==> config.mk <==
export PLATFORM = sky130hd
export DESIGN_NAME = evt_router_top
export DESIGN_NICKNAME = d
export VERILOG_FILES = /design/src/rtl/evt_router_pkg.sv /design/src/rtl/evt_router_tc.sv /design/src/rtl/evt_router_sel.sv /design/src/rtl/evt_router_lane.sv /design/src/rtl/evt_router_top.sv
export SDC_FILE = /design/constraint.sdc
export NUM_CORES = 1
export LEC_CHECK = 0
export BUFFER_PORTS_ARGS = -buffer_cell sky130_fd_sc_hd__buf_2
export CORE_MARGIN = 2
export CORE_UTILIZATION = 43
export DETAILED_ROUTE_END_ITERATION = 6
export HOLD_SLACK_MARGIN = 0.06
export PLACE_DENSITY = 0.84
export SLEW_MARGIN = 20
export SYNTH_ARGS = -nofsm -noshare
export SYNTH_HDL_FRONTEND = slang
export SYNTH_SLANG_ARGS = --single-unit
==> constraint.sdc <==
create_clock -name clk -period 1.1 [get_ports clk]
set_input_delay 0.055 -clock clk [delete_from_list [all_inputs] [get_ports clk]]
set_output_delay 0.055 -clock clk [all_outputs]
set_load 0.01 [all_outputs]
==> src/rtl/evt_router_pkg.sv <==
package evt_router_pkg;

  typedef enum logic {
    WM_SET_ONLY = 1'b0,
    WM_DIRECT   = 1'b1
  } wmode_e;

  localparam int unsigned LANE_W       = 8;
  localparam logic [7:0]  LANE_IMPL    = 8'hF7;

  function automatic logic [LANE_W-1:0] apply_write(
    input logic [LANE_W-1:0] cur,
    input logic [LANE_W-1:0] data,
    input wmode_e            mode,
    input logic [LANE_W-1:0] impl
  );
    logic [LANE_W-1:0] nxt;
    if (mode == WM_DIRECT) nxt = data;
    else                   nxt = cur | data;
    return nxt & impl;
  endfunction

endpackage

==> src/rtl/evt_router_tc.sv <==
module evt_router_tc #(
  parameter int unsigned W    = 8,
  parameter logic [W-1:0] IMPL = '1
) (
  input  logic [W-1:0] done_i,
  input  logic [W-1:0] tc_i,
  input  logic [W-1:0] ie_i,
  output logic [W-1:0] clr_o
);
  always_comb begin
    clr_o = done_i & tc_i & ie_i & IMPL;
  end
endmodule

==> src/rtl/evt_router_sel.sv <==
module evt_router_sel
  import evt_router_pkg::*;
#(
  parameter int unsigned W    = 8,
  parameter logic [W-1:0] IMPL = '1
) (
  input  logic         clk,
  input  logic         rst,
  input  logic         wr_en_i,
  input  logic         wr_mode_i,
  input  logic [W-1:0] wr_data_i,
  input  logic [W-1:0] hw_clr_i,
  output logic [W-1:0] sel_o
);
  logic [W-1:0] sel_q;
  logic [W-1:0] sw_nxt;
  wmode_e       mode;

  always_comb begin
    mode   = wmode_e'(wr_mode_i);
    sw_nxt = wr_en_i ? apply_write(sel_q, wr_data_i, mode, IMPL) : sel_q;
  end

  always_ff @(posedge clk) begin
    if (rst) sel_q <= '0;
    else     sel_q <= sw_nxt & ~hw_clr_i & IMPL;
  end

  assign sel_o = sel_q;
endmodule

==> src/rtl/evt_router_lane.sv <==
module evt_router_lane (
  input  logic clk,
  input  logic rst,
  input  logic evt_i,
  input  logic sel_i,
  input  logic tc_fire_i,
  input  logic ack_i,
  output logic dma_req_o,
  output logic pend_o
);
  logic to_dma;
  logic to_irq;
  logic req_q;
  logic pend_q;

  always_comb begin
    to_dma = evt_i & sel_i;
    to_irq = (evt_i & ~sel_i) | tc_fire_i;
  end

  always_ff @(posedge clk) begin
    if (rst) begin
      req_q  <= 1'b0;
      pend_q <= 1'b0;
    end else begin
      req_q  <= to_dma;
      pend_q <= (pend_q & ~ack_i) | to_irq;
    end
  end

  assign dma_req_o = req_q;
  assign pend_o    = pend_q;
endmodule

==> src/rtl/evt_router_top.sv <==
module evt_router_top
  import evt_router_pkg::*;
#(
  parameter int unsigned W    = LANE_W,
  parameter logic [W-1:0] IMPL = LANE_IMPL
) (
  input  logic         clk,
  input  logic         rst,
  input  logic         wr_en_i,
  input  logic         wr_mode_i,
  input  logic [W-1:0] wr_data_i,
  output logic [W-1:0] rd_data_o,
  input  logic [W-1:0] ack_i,
  input  logic [W-1:0] evt_i,
  input  logic [W-1:0] dma_done_i,
  input  logic [W-1:0] dma_tc_i,
  input  logic [W-1:0] dma_ie_i,
  output logic [W-1:0] dma_req_o,
  output logic [W-1:0] irq_pend_o
);
  logic [W-1:0] hw_clr;
  logic [W-1:0] sel;

  evt_router_tc #(.W(W), .IMPL(IMPL)) u_tc (
    .done_i (dma_done_i),
    .tc_i   (dma_tc_i),
    .ie_i   (dma_ie_i),
    .clr_o  (hw_clr)
  );

  evt_router_sel #(.W(W), .IMPL(IMPL)) u_sel (
    .clk       (clk),
    .rst       (rst),
    .wr_en_i   (wr_en_i),
    .wr_mode_i (wr_mode_i),
    .wr_data_i (wr_data_i),
    .hw_clr_i  (hw_clr),
    .sel_o     (sel)
  );

  for (genvar i = 0; i < W; i++) begin : g_lane
    if (IMPL[i]) begin : g_impl
      evt_router_lane u_lane (
        .clk       (clk),
        .rst       (rst),
        .evt_i     (evt_i[i]),
        .sel_i     (sel[i]),
        .tc_fire_i (hw_clr[i]),
        .ack_i     (ack_i[i]),
        .dma_req_o (dma_req_o[i]),
        .pend_o    (irq_pend_o[i])
      );
    end else begin : g_rsvd
      assign dma_req_o[i]  = 1'b0;
      assign irq_pend_o[i] = 1'b0;
    end
  end

  assign rd_data_o = sel;
endmodule

Yosys cells after proc, flatten, opt, wreduce, memory -nomap -nowiden
Cells that the tools add are included.

Logic and storage cells: 72. Flip-flop bits (word level): 22. Input bits: 52. Output and inout bits: 24.

Muxes and demuxes: 2. Bitwise gates (word level): 54.

Operator list (count): 8-bit AND (3); 1-bit AND (21); 8-bit 2-to-1 mux (2); 1-bit NOT (14); 1-bit bitwise OR (14); 8-bit NOT (1); 8-bit bitwise OR (1).

Depth between registers and ports, before layout
Gate-level depths: netlist of run 1.

Depth after elaboration: 4. Depth in mapped cells: 3. Gate-level depth less buffers: 2.

Modules after synthesis
A second synthesis of run 1 with hierarchy kept.

Cells, all modules: 99. Area, all modules: 880.8 um^2.

By module, submodules not included: evt_router_lane (seq. area each 40.0 um^2, area an instance 70.1 um^2, instances 7, cells each 8); evt_router_sel (seq. area each 140.1 um^2, area an instance 316.6 um^2, instances 1, cells each 31); evt_router_tc (seq. area each 0.0 um^2, area an instance 55.1 um^2, instances 1, cells each 9); evt_router_top (seq. area each 0.0 um^2, area an instance 18.8 um^2, instances 1, cells each 3).

Worst setup path after synthesis of run 1
Ideal clock, no wire load.

Path kind: reg2reg. From: reg u_sel.sel_q[5], in the netlist u_sel.sel_o[5]. To: reg u_sel.sel_q[5], in the netlist u_sel.sel_o[5]. Path buffers: 0. Required time: 1034 ps. Data arrival time: 655 ps. Setup slack: 379 ps. Clock period less this slack: 721 ps. Setup time: 66 ps. Stages on the path, launching flop included: 3. Cells stage by stage: dfxtp_1 -> a21bo_2 -> a21oi_2.

Longest elaborated chain between the ends: 4.

RTL lines: start, declared (RTL line evt_router_sel.sv:15) `logic [W-1:0] sel_q;`; start signal, assigned (RTL line evt_router_sel.sv:26) `else sel_q <= sw_nxt & ~hw_clr_i & IMPL;`; 8-bit bitwise OR (RTL line evt_router_pkg.sv:19) `else nxt = cur | data;`; 8-bit 2-to-1 mux (RTL line evt_router_pkg.sv:18) `if (mode == WM_DIRECT) nxt = data;`; 8-bit 2-to-1 mux * (RTL line evt_router_sel.sv:21) `sw_nxt = wr_en_i ? apply_write(sel_q, wr_data_i, mode, IMPL) : sel_q;`; 8-bit AND * (RTL line evt_router_sel.sv:26).

Every way passes the cells marked *; elsewhere a longest branch is shown, timed or not. A chain may end at the register's enable or synchronous reset.

Final worst setup path of run 1
From: reg u_sel.sel_q[2], in the netlist u_sel.sel_o[2]. To: out rd_data_o[2].

RTL lines: end, declared (RTL line evt_router_top.sv:12) `output logic [W-1:0] rd_data_o,`.

No word-level cell between the ends.

==> metrics.cfg, run 1 <==
[run_status]
status = complete, no violations

[worst_setup_path]
critPathMaxStageDelay_ps = 390
crit_slowest_cell = dfxtp_1
cp-start-kind = flop
worstSetupEndpointType = output port
arrival_ps = 840
crit_buf_inv = 1
crit_chain = buf_2
crit_type = flop to output port
crit_fanout = 4
crit_family = flip-flops
crit_required_ps = 1040

[global_route]
grtUsageTotal = 0.2352
grt_max_degree = 22
antenna_found_initial = 0
grt_pass1_wl_um = 4678
grt_pass1_vias = 1184
grt_overflow = 0

[routing]
drcViolationCount = 0
dr.pass1.iters = 4
vias = 1133
first_iter_violations = 7
drt-wirelength-per-cell_um = 13.52
wl_um = 3190
antenna_left = 0
vias_per_cell = 4.801

[final_layout]
area_growth_pct = 57.83
layout-drive-gt1-share = 0.4078
antenna_cells = 0
final_nets = 259
fin_cells = 236
postLayoutCellArea_mm2 = 0.001677

[cts]
cts_root_buffer = clkbuf_4
clock_latency_ps = 300
post_cts_buffers = 0
cts_resized = 0
cts_buffer_depth = 2
numCtsBuffers = 3
clock-sinks = 21
htree_levels = 1
cts_tree = built
clk_pin_slew_ps = 110

[placed_design]
gp_congestion = 0.6380
placed_cell_area_mm2 = 0.001230
portBuffers = 66
dp_hpwl_um = 1826
placedCellCount = 190

[synthesis]
yosysWarnings = 0
ys_seq_area_frac = 0.3958
syn_inst = 119
mappedNetlistArea_mm2 = 0.001062
avgSynthCellArea_um2 = 8.927
ys_seq_elements = 21
synth_cell_types = 16

[sta]
skew_ps = 0.2554
fmax_mhz = 1122
hold_viol_final = 0
slew_violations = 0
setup_violations = 0
period_minus_slack_ps = 891.6
rsz0062_at_grt = false
period_share = 0.8105
setup-tns-final_ps = 0
whs_ps = 126.1

[power]
powerDensity_mw_per_mm2 = 959.1
p_switching_uw = 418.0
p_leak_uw = 0.0008016
vdd_drop_max_mv = 1.088
p_int_uw = 1190
p_total_uw = 1608
p_sw_frac = 0.2599
clkPwrFrac = 0.229
power_frac_comb = 0.256
pwr-share-seq = 0.515

[run]
drv_cap = 0

[floorplan]
rows = 18
dieWidth_um = 53.71
die_y_um = 53.71
initial_core_util = 0.4408
boundaryPins = 76
core_mm2 = 0.002410
die_area_mm2 = 0.002884

[min_path]
min_path_type = input port to flop

-- sequential cells by signal, indices dropped and copies added (netlist names) --
name,count
g_lane.g_impl.u_lane.dma_req_o,7
g_lane.g_impl.u_lane.pend_o,7
u_sel.sel_o,7
-- kinds of logic after synthesis --
kind of cell	count (synthesis)	share of synthesized area
and+or+nand+nor	42	0.1896
DFF	21	0.3958
AOI/OAI and AO/OA	28	0.2155
buffers and inverters	27	0.1955
other	1	0.003530
-- metrics by stage --
stage | setup slack (ps) | util
floorplan | 378.7 | -
global placement | 354.2 | 0.5104
detailed placement | 347.8 | 0.5104
CTS | 199.0 | 0.6957
global route | 139.6 | 0.6957
finish | 208.4 | 0.6957
-- Yosys cell counts --
cell type / count / area [µm²]
buf_4: 24 / 180.2
dfxtp_1: 21 / 420.4
nand2_1: 14 / 52.55
nand2b_1: 14 / 87.58
a31oi_1: 7 / 43.79
nand3_1: 7 / 35.03
nor2_1: 7 / 26.28
a31o_2: 6 / 52.55
a21oi_2: 5 / 43.79
a21bo_2: 4 / 40.04
a21bo_1: 3 / 30.03
a21oi_1: 2 / 10.01
buf_6: 2 / 22.52
a31o_1: 1 / 8.760
buf_2: 1 / 5.000
conb_1: 1 / 3.750
-- path summary, 6_finish.rpt --
| path | start | endpoint | slack [ps] | depth (start not counted) |
|---|---|---|---|---|
| worst max-delay path | u_sel.sel_o[2] | rd_data_o[2] | 210 | 1 |
| worst max register to register | u_sel.sel_o[0] | u_sel.sel_o[0] | 320 | 2 |
| worst min-delay path | wr_en_i | u_sel.sel_o[0] | 130 | 3 |
| worst min register to register | u_sel.sel_o[7] | g_lane[7].g_impl.u_lane.dma_req_o | 460 | 2 |
-- power by group through the flow --
stage                     logic [µW]  registers, µW  clock network [µW]
after floorplan                  207            839                   0
after global placement           274            841                   0
after detailed placement         288            844                   0
after CTS                        402            827                 384
after global routing             448            834                 425
final                            412            827                 369
-- routing by layer --
metal  wire length, µm  GRT usage
met1              1107     0.1888
met2              1884     0.5122
met3               154    0.05556
met4                43    0.09402
met5                 0          0
-- timing repair --
item / CTS / global route
endpoints found under the hold margin: 21 / 0
setup endpoints to repair: 0 / 0
hold buffers: 42 / 0
-- cells in the final DEF, fill, tap and decap left out, drive strengths merged --
cell,n
nand2,14
clkbuf,4
buf,66
nor2,7
a21bo,7
dlygate4sd3,42
nand3,7
a31o,7
a31oi,7
a21oi,7
dfxtp,21
nand2b,14
conb,3
-- area by class of cell --
| cell class | instances | area [µm²] |
|---|---|---|
| Tap cell | 30 | 37.54 |
| Fill cell | 191 | 733.2 |
| Clock buffer | 4 | 26.28 |
| Sequential cell | 21 | 420.4 |
| Timing Repair Buffer | 108 | 750.7 |
| Multi-Input combinational cell | 73 | 441.7 |
(Power assumes the default switching activity.)
==> run 2: changes to the inputs <==
CORE_UTILIZATION = 40   (was 43)
PLACE_DENSITY = 0.79   (was 0.84)
clock period = 0.9 ns   (was 1.1 ns; I/O delays follow)
==> run 2 against run 1 <==
Compared with the run above:
- clock skew up 6.4 ps
- sequential cell count did not move
- total power rose by 21%
- setup slack worse by 160 ps
- sequential power up 22%
- first-iteration DRC count grew to 5.6 times the previous value
- clock power is 20% higher
- non-clock buffer count down 1
- combinational power rose by 20%
- cell area fell by 0.30%
- global-route usage fell by 4.3 points
- hold slack worse by 53 ps
- largest cell class unchanged
- highest routed layer unchanged
==> metrics.cfg, run 2 (same netlist as run 1, synthesis figures left out) <==
[worst_setup_path]
crit_buf_inv = 1  ; unchanged
r2r-end = u_sel.sel_o[6]
crit_slowest_cell = dfxtp_1
crit_required_ps = 850  ; -190 ps
worstSetupEndpointType = output port
reg2reg_from = u_sel.sel_o[6]
crit_type = flop to output port
crit_chain = buf_2
reg2regPathDepth = 2  ; unchanged
crit_fanout = 4  ; unchanged
critPathMaxStageDelay_ps = 380  ; about the same
crit_family = flip-flops
cp-start-kind = flop
arrival_ps = 810  ; -30 ps
cp.depth = 1  ; unchanged
reg2reg_setup_slack_ps = 110  ; -210 ps

[floorplan]
boundaryPins = 76  ; unchanged
initial_core_util = 0.4249  ; -0.01589
dieWidth_um = 55.54  ; +3.4%
rows = 18  ; unchanged
die_area_mm2 = 0.003084  ; +6.9%
core_mm2 = 0.002500  ; +3.7%
die_y_um = 55.54  ; +3.4%

[routing]
drt-wirelength-per-cell_um = 12.74  ; -5.8%
dr.pass1.iters = 4  ; unchanged
vias = 1090  ; -3.8%
first_iter_violations = 39  ; +32
drcViolationCount = 0  ; unchanged
wl_um = 2993  ; -6.2%
antenna_left = 0  ; unchanged
vias_per_cell = 4.638  ; -3.4%

[sta]
rsz0062_at_grt = false
skew_ps = 6.689  ; +6.433 ps
setup_violations = 0  ; unchanged
setup-tns-final_ps = 0  ; unchanged
slew_violations = 0  ; unchanged
fmax_mhz = 1169
period_minus_slack_ps = 855.3
period_share = 0.9503
hold_viol_final = 0  ; unchanged

[final_layout]
layout-drive-gt1-share = 0.4293  ; +0.02150
area_growth_pct = 57.36
antenna_cells = 0  ; unchanged
mostFrequentLayoutCells = buf_2 (66), dlygate4sd3_1 (41), dfxtp_1 (17)
nFillCells = 199  ; +4.2%
final_common_cell = buf_2
final_nets = 258  ; -0.39%

[cts]
clock-sinks = 21  ; unchanged
post_cts_buffers = 0  ; unchanged
clock_latency_ps = 290  ; about the same
clk_pin_slew_ps = 110  ; about the same
htree_levels = 1  ; unchanged
cts_buffer_depth = 2  ; unchanged
cts_tree = built
cts_root_buffer = clkbuf_4
numCtsBuffers = 3  ; unchanged

[power]
p_total_uw = 1951  ; +21%
p_leak_uw = 0.0007989  ; -0.34%
vdd_drop_max_mv = 0.6505  ; -40%
powerDensity_mw_per_mm2 = 1167  ; +22%

[run_status]
status = complete, no violations

[min_path]
hold_start = ack_i[5]
min_path_type = input port to flop
min_to = g_lane[5].g_impl.u_lane.pend_o
hold_depth = 3  ; unchanged

[global_route]
grt_overflow = 0  ; unchanged
antenna_found_initial = 0  ; unchanged
grt_max_degree = 22  ; unchanged
grtUsageTotal = 0.1919  ; -0.04328
grt_pass1_wl_um = 4692  ; +0.30%
grt_pass1_vias = 1029  ; -13%

[placed_design]
portBuffers = 66  ; unchanged
dp_hpwl_um = 1683  ; -7.8%
gp_congestion = 0.7272  ; +14%

[run]
drv_cap = 0  ; unchanged

run 2: stage by stage:
step	util	std cells	worst slack (ps)	area (µm²)	hold slack, ps
2_1_floorplan	-	121	178.7	1070	158.8
3_3_place_gp	0.4920	190	162.6	1230	279.9
3_5_place_dp	0.4920	190	147.6	1230	280.6
4_1_cts	0.6667	235	27.02	1667	61.28
5_1_grt	0.6687	235	0.1925	1672	62.18
6_report	0.6687	235	44.69	1672	72.75
run 2: layout make-up:
class                           count  area, µm²  area share
Timing Repair Buffer              107      740.7      0.4431
Sequential cell                    21      425.4      0.2545
Multi-Input combinational cell     73      441.7      0.2642
Tap cell                           30      37.54     0.02246
Clock buffer                        4      26.28     0.01572
run 2: power breakdown:
group	switching [µW]	internal, µW
registers	29.4	983
logic	199	298
clock network	270	172
run 2: repair_timing:
item	in CTS	in global routing
resized for setup	0	4
endpoints found under the hold margin	21	0
hold buffers	41	0
setup endpoints to repair	0	4
run 2: routing by layer:
metal / routed length [µm] / share of wire / global-route usage / up-vias
met5: 0 / 0 / 0 / -
met1: 1097 / 0.37 / 0.1942 / 503
met3: 113 / 0.038 / 0.02576 / 2
met4: 27 / 0.0090 / 0.05226 / 0
met2: 1754 / 0.59 / 0.3963 / 37
li1: - / - / - / 548
run 2: worst max path at each step:
stage	endpoint	from	slack, ps
5_1_grt	rd_data_o[7]	u_sel.sel_o[7]	0.2
6_report	rd_data_o[6]	u_sel.sel_o[6]	40
2_1_floorplan	u_sel.sel_o[5]	u_sel.sel_o[5]	180
3_3_place_gp	u_sel.sel_o[5]	u_sel.sel_o[5]	160
3_5_place_dp	u_sel.sel_o[6]	u_sel.sel_o[6]	150
4_1_cts	rd_data_o[1]	u_sel.sel_o[1]	30
